### src/rtl/seq_pkg.sv
package seq_pkg;

    // Decoded action for one instruction cycle
    typedef enum logic [2:0] {
        ACT_STEP = 3'd0,
        ACT_LDPB = 3'd1,
        ACT_JUMP = 3'd2,
        ACT_CALL = 3'd3,
        ACT_RET  = 3'd4
    } seq_act_e;

endpackage

### src/rtl/seq_decode.sv
module seq_decode
    import seq_pkg::*;
(
    input  logic     clk,
    input  logic     rst_n,
    input  logic     cyc_stb,
    input  logic     br,
    input  logic     call,
    input  logic     ret,
    input  logic     ldpb,
    input  logic     status,
    output seq_act_e act
);

    // Fixed priority: return, taken call, taken branch, buffer load
    always_comb begin
        if (ret)                 act = ACT_RET;
        else if (call && status) act = ACT_CALL;
        else if (br && status)   act = ACT_JUMP;
        else if (ldpb)           act = ACT_LDPB;
        else                     act = ACT_STEP;
    end

    AST_UNTAKEN_IS_STEP: assert property (@(posedge clk) disable iff (!rst_n)
        (cyc_stb && !status && !ret && !ldpb) |-> act == ACT_STEP);

    AST_RET_WINS: assert property (@(posedge clk) disable iff (!rst_n)
        (cyc_stb && ret) |-> act == ACT_RET);

endmodule

### src/rtl/page_regs.sv
module page_regs
    import seq_pkg::*;
#(
    parameter int unsigned PAGE_W     = 4,
    parameter int unsigned RESET_PAGE = 15
) (
    input  logic              clk,
    input  logic              rst_n,
    input  logic              cyc_stb,
    input  seq_act_e          act,
    input  logic [PAGE_W-1:0] konst,
    output logic [PAGE_W-1:0] page_q,
    output logic [PAGE_W-1:0] pbuf_q
);

    localparam logic [PAGE_W-1:0] START_PAGE = PAGE_W'(RESET_PAGE);

    always_ff @(posedge clk or negedge rst_n) begin
        if (!rst_n) begin
            page_q <= START_PAGE;
            pbuf_q <= START_PAGE;
        end else if (cyc_stb) begin
            unique case (act)
                ACT_STEP: ;
                ACT_LDPB: pbuf_q <= konst;
                ACT_JUMP: page_q <= pbuf_q;
                ACT_CALL: begin
                    page_q <= pbuf_q;
                    pbuf_q <= page_q;
                end
                ACT_RET:  page_q <= pbuf_q;
                default:  ;
            endcase
        end
    end

    AST_LDPB_KEEPS_PAGE: assert property (@(posedge clk) disable iff (!rst_n)
        (cyc_stb && act == ACT_LDPB) |=> $stable(page_q));

    AST_STEP_KEEPS_PAGE: assert property (@(posedge clk) disable iff (!rst_n)
        (cyc_stb && act == ACT_STEP) |=> ($stable(page_q) && $stable(pbuf_q)));

    AST_IDLE_HOLDS_PAGE: assert property (@(posedge clk) disable iff (!rst_n)
        !cyc_stb |=> ($stable(page_q) && $stable(pbuf_q)));

    AST_CALL_SWAPS: assert property (@(posedge clk) disable iff (!rst_n)
        (cyc_stb && act == ACT_CALL) |=> (pbuf_q == $past(page_q)));

endmodule

### src/rtl/offset_ctr.sv
module offset_ctr
    import seq_pkg::*;
#(
    parameter int unsigned OFF_W = 6
) (
    input  logic             clk,
    input  logic             rst_n,
    input  logic             cyc_stb,
    input  seq_act_e         act,
    input  logic [OFF_W-1:0] target,
    output logic [OFF_W-1:0] off_q
);

    localparam logic [OFF_W-1:0] OFF_LAST = {OFF_W{1'b1}};

    logic [OFF_W-1:0] ret_q;
    logic [OFF_W-1:0] off_next;

    assign off_next = off_q + 1'b1;

    always_ff @(posedge clk or negedge rst_n) begin
        if (!rst_n) begin
            off_q <= '0;
            ret_q <= '0;
        end else if (cyc_stb) begin
            unique case (act)
                ACT_STEP, ACT_LDPB: off_q <= off_next;
                ACT_JUMP: off_q <= target;
                ACT_CALL: begin
                    ret_q <= off_next;
                    off_q <= target;
                end
                ACT_RET:  off_q <= ret_q;
                default:  ;
            endcase
        end
    end

    AST_STEP_INCREMENTS: assert property (@(posedge clk) disable iff (!rst_n)
        (cyc_stb && (act == ACT_STEP || act == ACT_LDPB)) |=>
        (off_q == OFF_W'($past(off_q) + 1'b1)));

    AST_WRAP_TO_ZERO: assert property (@(posedge clk) disable iff (!rst_n)
        (cyc_stb && act == ACT_STEP && off_q == OFF_LAST) |=> (off_q == '0));

    AST_CALL_SAVES: assert property (@(posedge clk) disable iff (!rst_n)
        (cyc_stb && act == ACT_CALL) |=> (ret_q == OFF_W'($past(off_q) + 1'b1)));

    AST_RET_RESTORES: assert property (@(posedge clk) disable iff (!rst_n)
        (cyc_stb && act == ACT_RET) |=> (off_q == $past(ret_q)));

    AST_IDLE_HOLDS_OFF: assert property (@(posedge clk) disable iff (!rst_n)
        !cyc_stb |=> ($stable(off_q) && $stable(ret_q)));

endmodule

### src/rtl/paged_seq.sv
module paged_seq
    import seq_pkg::*;
#(
    parameter int unsigned PAGE_W     = 4,
    parameter int unsigned OFF_W      = 6,
    parameter int unsigned RESET_PAGE = 15
) (
    input  logic                    clk,
    input  logic                    rst_n,
    input  logic                    cyc_stb,
    input  logic                    br,
    input  logic                    call,
    input  logic                    ret,
    input  logic                    ldpb,
    input  logic [OFF_W-1:0]        target,
    input  logic [PAGE_W-1:0]       konst,
    input  logic                    status,
    output logic [PAGE_W+OFF_W-1:0] fetch_addr
);

    localparam int unsigned ADDR_W = PAGE_W + OFF_W;
    localparam logic [ADDR_W-1:0] START_ADDR = {PAGE_W'(RESET_PAGE), {OFF_W{1'b0}}};

    seq_act_e          act;
    logic [PAGE_W-1:0] page_q;
    logic [PAGE_W-1:0] pbuf_q;
    logic [OFF_W-1:0]  off_q;

    seq_decode u_dec (
        .clk     (clk),
        .rst_n   (rst_n),
        .cyc_stb (cyc_stb),
        .br      (br),
        .call    (call),
        .ret     (ret),
        .ldpb    (ldpb),
        .status  (status),
        .act     (act)
    );

    page_regs #(
        .PAGE_W     (PAGE_W),
        .RESET_PAGE (RESET_PAGE)
    ) u_page (
        .clk     (clk),
        .rst_n   (rst_n),
        .cyc_stb (cyc_stb),
        .act     (act),
        .konst   (konst),
        .page_q  (page_q),
        .pbuf_q  (pbuf_q)
    );

    offset_ctr #(
        .OFF_W (OFF_W)
    ) u_off (
        .clk     (clk),
        .rst_n   (rst_n),
        .cyc_stb (cyc_stb),
        .act     (act),
        .target  (target),
        .off_q   (off_q)
    );

    assign fetch_addr = {page_q, off_q};

    AST_RESET_START: assert property (@(posedge clk) disable iff (!rst_n)
        $rose(rst_n) |-> (fetch_addr == START_ADDR));

    AST_TAKEN_TARGET: assert property (@(posedge clk) disable iff (!rst_n)
        (cyc_stb && status && (br || call) && !ret) |=>
        (fetch_addr == {$past(pbuf_q), $past(target)}));

endmodule

### config.mk
export PLATFORM = sky130hd
export DESIGN_NAME = paged_seq
export DESIGN_NICKNAME = d
export VERILOG_FILES = /design/src/rtl/seq_pkg.sv /design/src/rtl/seq_decode.sv /design/src/rtl/page_regs.sv /design/src/rtl/offset_ctr.sv /design/src/rtl/paged_seq.sv
export SDC_FILE = /design/constraint.sdc
export NUM_CORES = 1
export LEC_CHECK = 0
export ABC_AREA = 1
export BUFFER_PORTS_ARGS = -buffer_cell sky130_fd_sc_hd__buf_4
export CAP_MARGIN = 10
export CORE_ASPECT_RATIO = 1.2
export CORE_MARGIN = 3
export CORE_UTILIZATION = 55
export DETAILED_ROUTE_END_ITERATION = 16
export PLACE_DENSITY = 0.92
export SLEW_MARGIN = 20
export SYNTH_ARGS = -nofsm -noshare
export SYNTH_HDL_FRONTEND = slang
export SYNTH_SLANG_ARGS = --single-unit
### constraint.sdc
create_clock -name clk -period 2.6 [get_ports clk]
set_clock_uncertainty 0.05 [all_clocks]
set_input_delay 0.52 -clock clk [delete_from_list [all_inputs] [get_ports clk]]
set_output_delay 0.52 -clock clk [all_outputs]
set_load 0.01 [all_outputs]
; Word-level counts from Yosys, hierarchy flattened
; Cells that the tools add are included.
; W data, S select, Z words.
[classes]
n_addsub = 1
eq_ne = 4
mux = 6
n_reduce_logical = 12
[op_table]
columns = op, n
row1 = $pmux W6 S3, 1
row2 = $mux W3, 3
row3 = $pmux W4 S2, 1
row4 = $reduce_and A2 Y1, 4
row5 = $add A6 B1 Y6 const B, 1
row6 = $eq A3 B2 Y1 const B, 2
row7 = $reduce_or A2 Y1, 2
row8 = $eq A3 B1 Y1 const B, 1
row9 = $eq A3 B3 Y1 const B, 1
row10 = $logic_not A3 Y1, 1
row11 = $reduce_bool A3 Y1, 1
row12 = $reduce_or A3 Y1, 1
row13 = $logic_and A1 B1 Y1, 2
row14 = $reduce_bool A2 Y1, 1
row15 = $mux W1, 1
[totals]
regBits = 20
wordCells = 27

; Depth between registers and ports, before layout
; Gate-level depths: netlist of run 1.
[depth]
depth_word = 8
ltp_mapped = 8

; Cells and area by module
; From an unflattened synthesis of run 1, not the netlist that was laid out.
[unflattened]
hier_cells = 166
hier_area_um2 = 1221.2
[modules_own_cells]
columns = mod, n_inst, cells_per_inst, area_per_inst_um2, seq_area_each_um2
row1 = offset_ctr, 1, 100, 762.0, 300.3
row2 = page_regs, 1, 60, 426.7, 210.2
row3 = seq_decode, 1, 6, 32.5, 0.0

; Worst setup path after synthesis of run 1
; No wires, ideal clock.
[synth_timing]
kind = input to register
startpoint = input cyc_stb
endpoint = register u_off.off_q[3]
setup_time_ns = 0.118
arrival_ns = 1.136
t_required_ns = 2.432
path_slack_ns = 1.296
stages = 7
path_buffers = 2
path_cell_list = buf_4 inv_2 buf_6 a21oi_1 o21ai_1 a21oi_1 nor2_1
[synth_via]
elab_chain_cells = 1
[synth_lines]
columns = element, line_no
row1 = start: declaration, paged_seq.sv:10  ; input logic cyc_stb,
row2 = $reduce_and A2 Y1 (no source line), -
row3 = end signal: assignment, offset_ctr.sv:27  ; ACT_STEP, ACT_LDPB: off_q <= off_next;
row4 = end signal: assignment, offset_ctr.sv:28  ; ACT_JUMP: off_q <= target;
row5 = end signal: assignment, offset_ctr.sv:31  ; off_q <= target;
row6 = end: declaration, offset_ctr.sv:11  ; output logic [OFF_W-1:0] off_q
; Every way passes these cells.
; A chain may end at the register's enable or synchronous reset.

; Worst setup path after layout of run 1
[layout_timing]
startpoint = register u_page.page_q[2]
endpoint = output fetch_addr[8]
[layout_lines]
columns = element, line_no
row1 = start: declaration, page_regs.sv:12  ; output logic [PAGE_W-1:0] page_q,
row2 = start signal: assignment, page_regs.sv:26  ; ACT_JUMP: page_q <= pbuf_q;
row3 = start signal: assignment, page_regs.sv:28  ; page_q <= pbuf_q;
row4 = start signal: assignment, page_regs.sv:31  ; ACT_RET: page_q <= pbuf_q;
row5 = end: declaration, paged_seq.sv:18  ; output logic [PAGE_W+OFF_W-1:0] fetch_addr
; No word-level cell between the ends.

==> results of run 1 <==
[cell usage after synthesis (all sizes together)]
cell     n  area, um^2
nand2   42         163
buf      4        41.3
xor2     1        8.76
o21ai   14        73.8
o211ai   4        30.0
inv     20        77.6
xnor2    2        17.5
dfrtp   12         300
ha       1        12.5
a21oi   10        53.8
dfstp    8         210
nand3    7        40.0
a31oi    2        12.5
nor2    11        51.3
[placed cells by master, fill, tap and decap left out, types with 3 or more instances in the layout]
| cell type | netlist | layout |
|---|---|---|
| a21oi_1 | 9 | 9 |
| dfrtp_1 | 12 | 12 |
| nand2_1 | 40 | 40 |
| dfstp_2 | 8 | 8 |
| o211ai_1 | 4 | 4 |
| inv_2 | 3 | 3 |
| buf_4 | 1 | 27 |
| clkbuf_4 | 0 | 3 |
| inv_1 | 16 | 16 |
| o21ai_1 | 5 | 5 |
| nand3_1 | 6 | 6 |
| nor2_1 | 9 | 9 |
| o21ai_0 | 8 | 8 |
[cell type report]
cell class	instances	area, um^2	share of cell area [%]
inverters	20	77.6	5.97
flip-flops and latches	20	510	39.3
repair buffers	27	203	15.6
well taps	19	23.8	1.83
clock buffers	3	22.5	1.73
multi-input cells	94	463	35.6
[layer usage]
layer  vias to the layer above  global-route usage (%)
met3                         7                    2.96
met1                       448                    21.9
met2                        34                    34.9
li1                        490                       -
met4                         0                    11.1
met5                         -                       0
[flip-flops by register name, indices dropped and copies added, names as in the netlist]
register,flops
u_page.pbuf_q,4
u_off.off_q,6
u_off.ret_q,6
u_page.page_q,4
[cells by family after synthesis]
group	after synthesis	share of synthesized area [%]
and+or+nand+nor	60	23.3
xor gates and xnor gates	3	2.41
AOI/OAI and AO/OA	30	15.6
adders and majority gates	1	1.15
DFF	20	46.7
buffers and inverters	24	10.9
[worst paths after layout]
path                            cells past startpoint                to  slack (ns)
worst min-delay path                                1    u_off.off_q[0]        0.01
worst max register to register                      5    u_off.off_q[4]        1.22
worst max-delay path                                1     fetch_addr[8]        1.04
worst min register to register                      2  u_page.pbuf_q[2]        0.43
max in group asynchronous                           1  u_page.pbuf_q[0]        2.22
min in group clk                                    3    u_off.off_q[2]        0.42
[power by group through the flow]
| stage | logic (mW) | clock network [mW] | registers, mW |
|---|---|---|---|
| floorplan | 0.137 | 0 | 0.464 |
| CTS | 0.248 | 0.149 | 0.456 |
| finish | 0.245 | 0.148 | 0.457 |
| detailed placement | 0.247 | 0 | 0.461 |
| global placement | 0.239 | 0 | 0.458 |
| global route | 0.280 | 0.158 | 0.465 |
[per-stage QoR]
step | hold slack [ns] | total power, mW | instance area, um^2
floorplan | 0.174 | 0.602 | 1090
global placement | 0.354 | 0.697 | 1280
detailed placement | 0.355 | 0.708 | 1280
CTS | 0.0212 | 0.854 | 1300
global route | 0.0229 | 0.903 | 1300
finish | 0.0120 | 0.849 | 1300
==> metrics.md, run 1 <==
| Metric | Value |
|---|---|
| Antenna Nets Post-Route | 0 |
| Slowest stage delay, CP | ~0.56 ns |
| Minimum clock period | between 1.5 and 2 ns |
| Syn Nets | 157 |
| Top delay family on crit path | flip-flops |
| Final hold vios | 0 |
| RSZ-0062 raised after global routing | no |
| Die ar. | 0.00256 mm^2 |
| Placed insts | 180 |
| Worst Path Arrival | 0.99 ns |
| Max-Cap Viols | 0 |
| Sequential fraction of the synthesis area | 46.7% |
| Post-Place Worst Slack | between 1 and 1.5 ns |
| Die height | 54.8 um |
| Syn-to-layout area delta | 19.0% |
| Starting Density | approximately 60% |
| Pleak | 0.674 nW |
| Worst Path Required | 2.03 ns |
| FMAX | approximately 640 MHz |
| CTS Root Cell | clkbuf_4 |
| Clock-pin slew on the worst setup and hold paths | around 0.11 ns |
| Synthesized area | around 0.0011 mm^2 |
| CTS sink cnt | 20 |
| Met2 WL post-DR | 1120 um |
| Max-slew violation count | 0 |
| # IOs | 28 |
| Post-DR wirelength/cell | 12.3 um |
| Worst setup path startpoint | u_page.page_q[2] |
| Final Util | 70.3% |
| DRT Pass-1 Iters | 5 |
| Worst path cell trace | buf_4 |
| Metal-1 WL | 928 um |
| Post-CTS setup buffer count | 0 |
| Setup ws final | a little over 1 ns |
| Internal power | roughly 570 uW |
| Net Sw Power | 279 uW |
| Final antenna diode count | 0 |
| Vias per cell | 5.35 |
| Reg power frac | 53.8% |
| CTS Buf Count | 3 |
| Final Wtd Congestion | approximately 0.85 |
| Yosys warnings | 0 |
| # fillers | around 160 |
| First-pass GRT wire length | 3570 um |
| Nets@finish | 185 |
| Routed vias | slightly below 1k |
| Uppermost layer routed | met4 |
| Clock power frac | 17.4% |
| Endpoint class of the critical path | output pin |
| Initial antenna violation count | 0 |
| Slew HR | 79.2% |
| Worst Path Buf+Inv | 1 |
| Total Wirelength | 2250 um |
| Num rows | 17 |
| #FFs+latches synth | 20 |
| CTS Buffer Depth | 2 |
| Placed wire-length estimate | 1780 um |
| WS Path Type | register to output pin |
| Met3 routed WL | roughly 130 um |
| Core ar. | 0.00185 mm^2 |
| Worst hold path class | primary input to asynchronous set/reset pin |
| Critical path launch point type | register |
| Final Cycle Share | around 60% |
| Final setup fails | 0 |
| Resized cells post-CTS | 0 |
| Outcome | finished, final reports clean |
| Reg-to-reg startpoint | u_off.off_q[0] |
| Post-synth cell types | 24 |
| CP max FO | 3 |
| IO Port Bufs | 27 |
| Syn Area/Cell | 7.92 um^2 |
| DRT iter0 DRCs | 12 |
| CTS tree | done |
| Setup TNS | 0 ns |
| Vias in the first global route | between 800 and 900 |
| P per Cell Area | approximately 650 mW/mm^2 |
| Htree depth | 1 |
| DRC violations left | 0 |
| Critical-path top delay cell | dfstp_2 |
| GRT Residual Overflow | 0 |
| Sw Share | 32.9% |
| Clock latency on the worst-skew pair | 0.30 ns |
| Post-layout instance count excluding filler cells | around 180 |
| Largest net degree at the start of global routing | 21 |
| Slew @ Worst Pin | 0.311 ns |
| Global-route usage over all layers | between 15 and 20% |
| Layout cell share with drive strength beyond 1 | around 30% |
| Combinational power share | 28.8% |
| Hold buffer count at CTS | 0 |
| DIE WIDTH | 46.7 um |
| VDD IR-drop max | 0.481 mV |
| Cell count after synthesis | between 100 and 150 |
No activity file was read; power rests on OpenSTA's default activity.
==> inputs of run 2 (changes only) <==
Settings changed: CORE_UTILIZATION 55 to 51, PLACE_DENSITY 0.92 to 0.87.
Clock period 2.6 ns to 1.6 ns, I/O delays scaled along.
==> run 2 against run 1 <==
Effect of this change: final cell count increased by 6.0%; first-iteration DRC count increased by 83%; critical path depth did not move; via count increased by 1.8%; non-clock buffer count up 1; combinational power rose by 67%; sequential share of layout area shrank 1.5 points; wire length rose by 9.3%; critical endpoint unchanged; largest power group unchanged.
==> metrics.md, run 2 (synthesized netlist as in run 1, its figures left out) <==
| Metric | Value |
|---|---|
| Outcome | finished, final reports clean |
| Final Wtd Congestion | 0.901 (+6.2%) |
| Reg power frac | 47.5% (-6.3 points) |
| IO Port Bufs | 27 (unchanged) |
| Most frequent cells in the layout | 40 x nand2_1, 27 x buf_4, 16 x inv_1, 12 x dfrtp_1 |
| Max-slew violation count | 0 (unchanged) |
| Htree depth | 1 (unchanged) |
| CTS Buffer Depth | 2 (unchanged) |
| CTS Buf Count | 3 (unchanged) |
| Max-Cap Viols | 0 (unchanged) |
| GRT Residual Overflow | 0 (unchanged) |
| Minimum clock period | between 1 and 1.5 ns |
| Total Wirelength | 2460 um (+9.3%) |
| DRT Pass-1 Iters | 4 (-1) |
| Worst path cell trace | buf_4 |
| Commonest non-fill, non-tap cell in the layout | nand2_1 |
| DRT iter0 DRCs | 22 (+10) |
| Largest regs | u_off.off_q x6, u_off.ret_q x6 |
| Met3 routed WL | 125 um (-6.0%) |
| Final antenna diode count | 0 (unchanged) |
| Post-DR wirelength/cell | 12.7 um (+3.1%) |
| Uppermost layer routed | met4 |
| # fillers | 153 (-1.9%) |
| Vias per cell | 5.14 (-3.9%) |
| FMAX | 732 MHz |
| Die ar. | 0.00274 mm^2 (+6.9%) |
| Top delay family on crit path | flip-flops |
| Nets@finish | 186 (+0.54%) |
| Setup TNS | 0 ns (unchanged) |
| Initial antenna violation count | 0 (unchanged) |
| Vias in the first global route | 1013 (+18%) |
| Critical-path top delay cell | dfstp_2 |
| CP max FO | 3 (unchanged) |
| Final Util | 69.8% (-0.44 points) |
| Hold WS | 0.215 ns (+0.203 ns) |
| Metal-1 WL | 1030 um (+11%) |
| Post-DP Area | 0.00129 mm^2 (+0.88%) |
| Combinational power share | 26.1% (-2.7 points) |
| CTS sink cnt | 20 (unchanged) |
| CTS tree | done |
| Worst Path Buf+Inv | 1 (unchanged) |
| Antenna Nets Post-Route | 0 (unchanged) |
| VDD IR-drop max | 0.746 mV (+55%) |
| Routed vias | 997 (+1.8%) |
| Post-route cell area | 0.00135 mm^2 (+3.9%) |
| Clock latency on the worst-skew pair | 0.30 ns (about the same) |
| First-pass GRT wire length | 4180 um (+17%) |
| Final Cycle Share | between 80% and 90% |
| Starting Density | 56.4% (-2.6 points) |
| WS Path Type | register to output pin |
| DIE WIDTH | 48.2 um (+3.4%) |
| Critical path launch point type | register |
| Global-route usage over all layers | 20.6% (+0.97 points) |
| Layout cell share with drive strength beyond 1 | 30.1% (+0.24 points) |
| Num rows | 17 (unchanged) |
| Die height | 56.7 um (+3.4%) |
| Worst Path Arrival | 1.00 ns (about the same) |
| Reg2reg setup slack | 0.31 ns (-0.91 ns) |
| Worst Path Required | 1.23 ns (-0.80 ns) |
| Internal power | 1.09 mW (+92%) |
| Core ar. | 0.00194 mm^2 (+4.6%) |
| Final setup fails | 0 (unchanged) |
| Endpoint class of the critical path | output pin |
| Clock power frac | 26.5% (+9.1 points) |
| Power, Total | 1.57 mW (+84%) |
| Slowest stage delay, CP | 0.57 ns (about the same) |
| RSZ-0062 raised after global routing | no |
| Largest net degree at the start of global routing | 21 (unchanged) |
| Pleak | 0.693 nW (+2.7%) |
| Worst hold path class | primary input to register |
| Syn-to-layout area delta | 23.7% |
| Net Sw Power | 472 uW (+69%) |
| Clock-pin slew on the worst setup and hold paths | 0.12 ns (about the same) |
| Final hold vios | 0 (unchanged) |
| Met2 WL post-DR | 1210 um (+8.1%) |
| Placed wire-length estimate | 1880 um (+5.7%) |
| Sw Share | 30.2% (-2.7 points) |
| Post-CTS setup buffer count | 0 (unchanged) |
| Slew @ Worst Pin | 0.326 ns (+0.0144 ns) |
| # IOs | 28 (unchanged) |
| P per Cell Area | 1160 mW/mm^2 (+77%) |
| Slew HR | 78.3% (-0.96 points) |
| CTS Root Cell | clkbuf_4 |
| DRC violations left | 0 (unchanged) |
==> run 2: per-stage QoR <==
step / worst slack [ns] / std cells
6_report: 0.234 / 194
5_1_grt: 0.168 / 194
4_1_cts: 0.231 / 194
3_5_place_dp: 0.296 / 189
3_3_place_gp: 0.315 / 189
2_1_floorplan: 0.353 / 138
==> run 2: area by class of cell <==
cell class	instances	area [um^2]	share of cell area, %
Sequential cell	20	510	37.8
Multi-Input combinational cell	94	463	34.3
Timing Repair Buffer	28	213	15.7
Inverter	20	77.6	5.74
Tap cell	28	35.0	2.59
Clock inverter	1	30.0	2.22
Clock buffer	3	22.5	1.67
==> run 2: routing by layer <==
layer	vias up	track usage [%]
met1	453	25.7
met4	0	10.0
met3	12	3.85
met2	38	32.5
met5	-	0
li1	494	-
==> run 2: timing repair <==
item | in CTS | in global routing
endpoints found under the hold margin | 12 | 0
endpoints found under the setup margin | 0 | 0
hold buffers | 1 | 0
gates resized for setup | 0 | 0
==> run 2: worst register-to-register path, cell delays in order (launching register included) <==
cell and delay [ns]:
dfrtp_1 0.49, ha_1 0.22, nand3_1 0.10, xnor2_1 0.16
a21oi_1 0.14, nor2_1 0.05
==> run 2: final timing paths <==
path	startpoint	endpoint	cells past startpoint
setup / recovery	u_page.page_q[2]	fetch_addr[8]	1
hold / removal	target[2]	u_off.off_q[2]	3
setup reg to reg	u_off.off_q[0]	u_off.off_q[4]	5
hold reg to reg	u_page.pbuf_q[0]	u_page.pbuf_q[0]	2
max in group asynchronous	rst_n	u_page.page_q[0]	2
min in group asynchronous	rst_n	u_off.ret_q[3]	2
==> run 2: power by group through the flow <==
stage	combinational [mW]	sequential [mW]	clock, mW
6_report	0.408	0.743	0.414
3_3_place_gp	0.390	0.745	0
3_5_place_dp	0.407	0.752	0
2_1_floorplan	0.223	0.754	0
5_1_grt	0.467	0.761	0.439
4_1_cts	0.412	0.743	0.418
==> inputs of run 3 (changes only) <==
Settings changed: ABC_AREA 1 to not set.
==> run 3 against run 2 <==
Effect of this change: total power is 4.7% higher; synthesized area is 1.8% lower; sequential power is 9.3% higher; combinational power is 32% higher; wire length is 3.1% higher; count of clock-buffer cells in the layout is 1 higher; clock power is 31% lower; sequential cell count stayed put; via count is 1.8% lower; largest power group unchanged; worst hold slack better by 0.027 ns; critical path depth is 3 higher; sequential share of layout area is 0.18 points higher.
==> metrics.md, run 3 <==
| Metric | Value |
|---|---|
| Outcome | finished, final reports clean |
| Power, Total | 1.64 mW (+4.7%) |
| Post-Place Worst Slack | 0.0721 ns (-0.224 ns) |
| Post-synth EDFFs | 0 (unchanged) |
| Final antenna diode count | 0 (unchanged) |
| Initial antenna violation count | 0 (unchanged) |
| FMAX | 639 MHz (-13%) |
| Critical path launch point type | register |
| Pleak | 0.600 nW (-13%) |
| Worst hold path class | primary input to register |
| Clock latency on the worst-skew pair | 0.29 ns (about the same) |
| CP max FO | 5 (+2) |
| Setup TNS | 0 ns (unchanged) |
| Top post-synthesis cells by area | dfrtp_1 28%, dfstp_2 20%, o21ai_0 6.1%, mux2_2 5.3%, nand2_1 4.2% |
| Final setup fails | 0 (unchanged) |
| Slowest stage delay, CP | 0.52 ns (-0.05 ns) |
| Endpoint class of the critical path | register |
| CTS Buf Count | 3 (unchanged) |
| Synth area leader | dfrtp_1 |
| Combinational power share | 32.9% (+6.8 points) |
| Starting Density | 56.0% (-0.42 points) |
| Slew @ Worst Pin | 0.603 ns (+0.277 ns) |
| Syn-to-layout area delta | 25.4% |
| Htree depth | 1 (unchanged) |
| Setup ws final | 0.0349 ns (-0.199 ns) |
| WS Path Type | register to register |
| Clock-pin slew on the worst setup and hold paths | 0.11 ns (about the same) |
| Nets@finish | 159 (-15%) |
| Largest net degree at the start of global routing | 21 (unchanged) |
| Crit-path most repeated cell | nand3_1 |
| Worst Path Arrival | 1.76 ns (+0.76 ns) |
| DRT iter0 DRCs | 51 (+130%) |
| Post-DP Area | 0.00130 mm^2 (+0.78%) |
| Post-CTS setup buffer count | 0 (unchanged) |
| Final hold vios | 0 (unchanged) |
| Vias per cell | 6.20 (+21%) |
| Top-count cell post-synth | o21ai_0 |
| Worst Path Required | 1.79 ns (+0.56 ns) |
| # fillers | 154 (+0.65%) |
| Num rows | 17 (unchanged) |
| #FFs+latches synth | 20 (unchanged) |
| Sw Share | 32.0% (+1.9 points) |
| DRT Pass-1 Iters | 4 (unchanged) |
| Cell count after synthesis | 108 (-22%) |
| CTS sink cnt | 20 (unchanged) |
| Global-route usage over all layers | 21.5% (+0.89 points) |
| P per Cell Area | 1220 mW/mm^2 (+5.1%) |
| Synth Flop Type | dfrtp_1 |
| Max-slew violation count | 0 (unchanged) |
| Final Wtd Congestion | 0.873 (-3.1%) |
| Die ar. | 0.00269 mm^2 (-1.6%) |
| Post-synth cell types | 37 (+54%) |
| Total Wirelength | 2530 um (+3.1%) |
| Most frequent cells in the layout | 31 x buf_4, 13 x o21ai_0, 12 x nand2_1, 12 x dfrtp_1, 8 x dfstp_2 |
| Synthesized area | 0.00107 mm^2 (-1.8%) |
| Clock power frac | 17.6% (-8.9 points) |
| Placed wire-length estimate | 1870 um (-0.19%) |
| CTS Root Cell | clkbuf_4 |
| Antenna Nets Post-Route | 0 (unchanged) |
| Max-Cap Viols | 0 (unchanged) |
| Synth async-reset ratio | 100% (unchanged) |
| Minimum clock period | 1.57 ns (+0.199 ns) |
| Net Sw Power | 524 uW (+11%) |
| CTS tree | done |
| Core ar. | 0.00191 mm^2 (-1.1%) |
| Syn Nets | 127 (-19%) |
| Sequential fraction of the synthesis area | 47.6% (+0.87 points) |
| Post-route cell area | 0.00135 mm^2 (-0.46%) |
| Routed vias | 979 (-1.8%) |
| Reg power frac | 49.6% (+2.1 points) |
| Vias in the first global route | 998 (-1.5%) |
| First-pass GRT wire length | 4290 um (+2.6%) |
| Commonest non-fill, non-tap cell in the layout | buf_4 |
| GRT Residual Overflow | 0 (unchanged) |
| Layout cell share with drive strength beyond 1 | 38.1% (+8.0 points) |
| Worst path cell trace | ha_1 -> nand3_1 -> or4_1 -> nand3_1 |
| Post-DR wirelength/cell | 16.0 um (+27%) |
| Largest regs | u_off.off_q x6, u_off.ret_q x6 |
| IO Port Bufs | 27 (unchanged) |
| Internal power | 1.11 mW (+1.9%) |
| RSZ-0062 raised after global routing | no |
| Critical-path top delay cell | or4_1 |
| Syn Area/Cell | 9.93 um^2 (+25%) |
| DIE WIDTH | 47.9 um (-0.81%) |
| Die height | 56.2 um (-0.82%) |
| Yosys warnings | 0 (unchanged) |
| VDD IR-drop max | 0.789 mV (+5.7%) |
| Synth top cells by count | 13 x o21ai_0, 12 x dfrtp_1, 12 x nand2_1, 8 x dfstp_2, 6 x nand3_1 |
| Final Cycle Share | 97.8% (+12 points) |
| Area share of the largest cell type after synthesis | 28.0% (+0.51 points) |
| # IOs | 28 (unchanged) |
| Slew HR | 59.8% (-18 points) |
| DRC violations left | 0 (unchanged) |
| CTS Buffer Depth | 2 (unchanged) |
==> run 3: cell types whose count changed in the layout (fill, tap and decap cells not counted), moves of 6 or more <==
cell / change
nand2_1: -28
inv_1: -13
a21oi_1: -8
nor2_1: -6
==> run 3: cell families (layout without fill, tap and decap cells) <==
logic type	after synthesis	in the layout	share of synthesized area (%)
buffers and inverters	9	40	4.67
AND/OR/NAND/NOR	32	32	15.2
adder cells (fa/ha/maj)	1	1	1.17
AO/OA/AOI/OAI	36	36	21.9
flip-flops	20	20	47.6
multiplexers	6	6	6.18
XOR/XNOR	4	4	3.27
==> run 3: worst paths after layout <==
check                               start          endpoint  slack (ns)  cells after the start
min reg2reg                u_off.ret_q[0]    u_off.ret_q[0]        0.44                      2
max                        u_off.off_q[1]    u_off.off_q[4]        0.03                      4
min                             target[4]    u_off.off_q[4]        0.24                      3
min in group asynchronous           rst_n    u_off.ret_q[3]        0.38                      2
max in group asynchronous           rst_n  u_page.page_q[2]        0.86                      2
max reg2reg                u_off.off_q[1]    u_off.off_q[4]        0.03                      4
==> run 3: routing by layer <==
metal	track usage, %	wire (um)
met2	33.5	1220
met5	0	0
met4	9.62	54
met3	4.53	202
met1	27.5	1050
==> run 3: final cells by class <==
cell class,count,area [um^2],share of cell area (%)
clock buffer,4,36.3,2.70
inverter,4,20.0,1.49
multi-input combinational,79,512,38.0
sequential,20,510,38.0
tap,19,23.8,1.77
timing repair buffer,32,243,18.0
==> run 3: critical path, delay by kind of cell (launching register included) <==
family / cells / cell delay, ns
AND/OR/NAND/NOR: 3 / 0.78
flip-flops: 1 / 0.43
adder cells (fa/ha/maj): 1 / 0.25
==> run 3: power by group through the flow <==
stage | logic [mW] | clock network [mW] | registers, mW
final | 0.538 | 0.287 | 0.812
after global routing | 0.602 | 0.319 | 0.831
after CTS | 0.542 | 0.298 | 0.807
after detailed placement | 0.539 | 0 | 0.816
after global placement | 0.521 | 0 | 0.801
after floorplan | 0.280 | 0 | 0.825
==> run 3: what timing repair did <==
action                    CTS  global route
gates resized for setup     0             0
hold endpoints to repair   12             0
hold buffers                1             0
==> run 3: metrics by stage <==
stage          utilization (%)  hold WS (ns)  cells
6_report                  70.3         0.243    158
5_1_grt                   70.3         0.231    158
2_1_floorplan                -       -0.0256    108
3_3_place_gp              67.8         0.156    153
3_5_place_dp              67.8         0.161    153
4_1_cts                   70.3         0.236    158
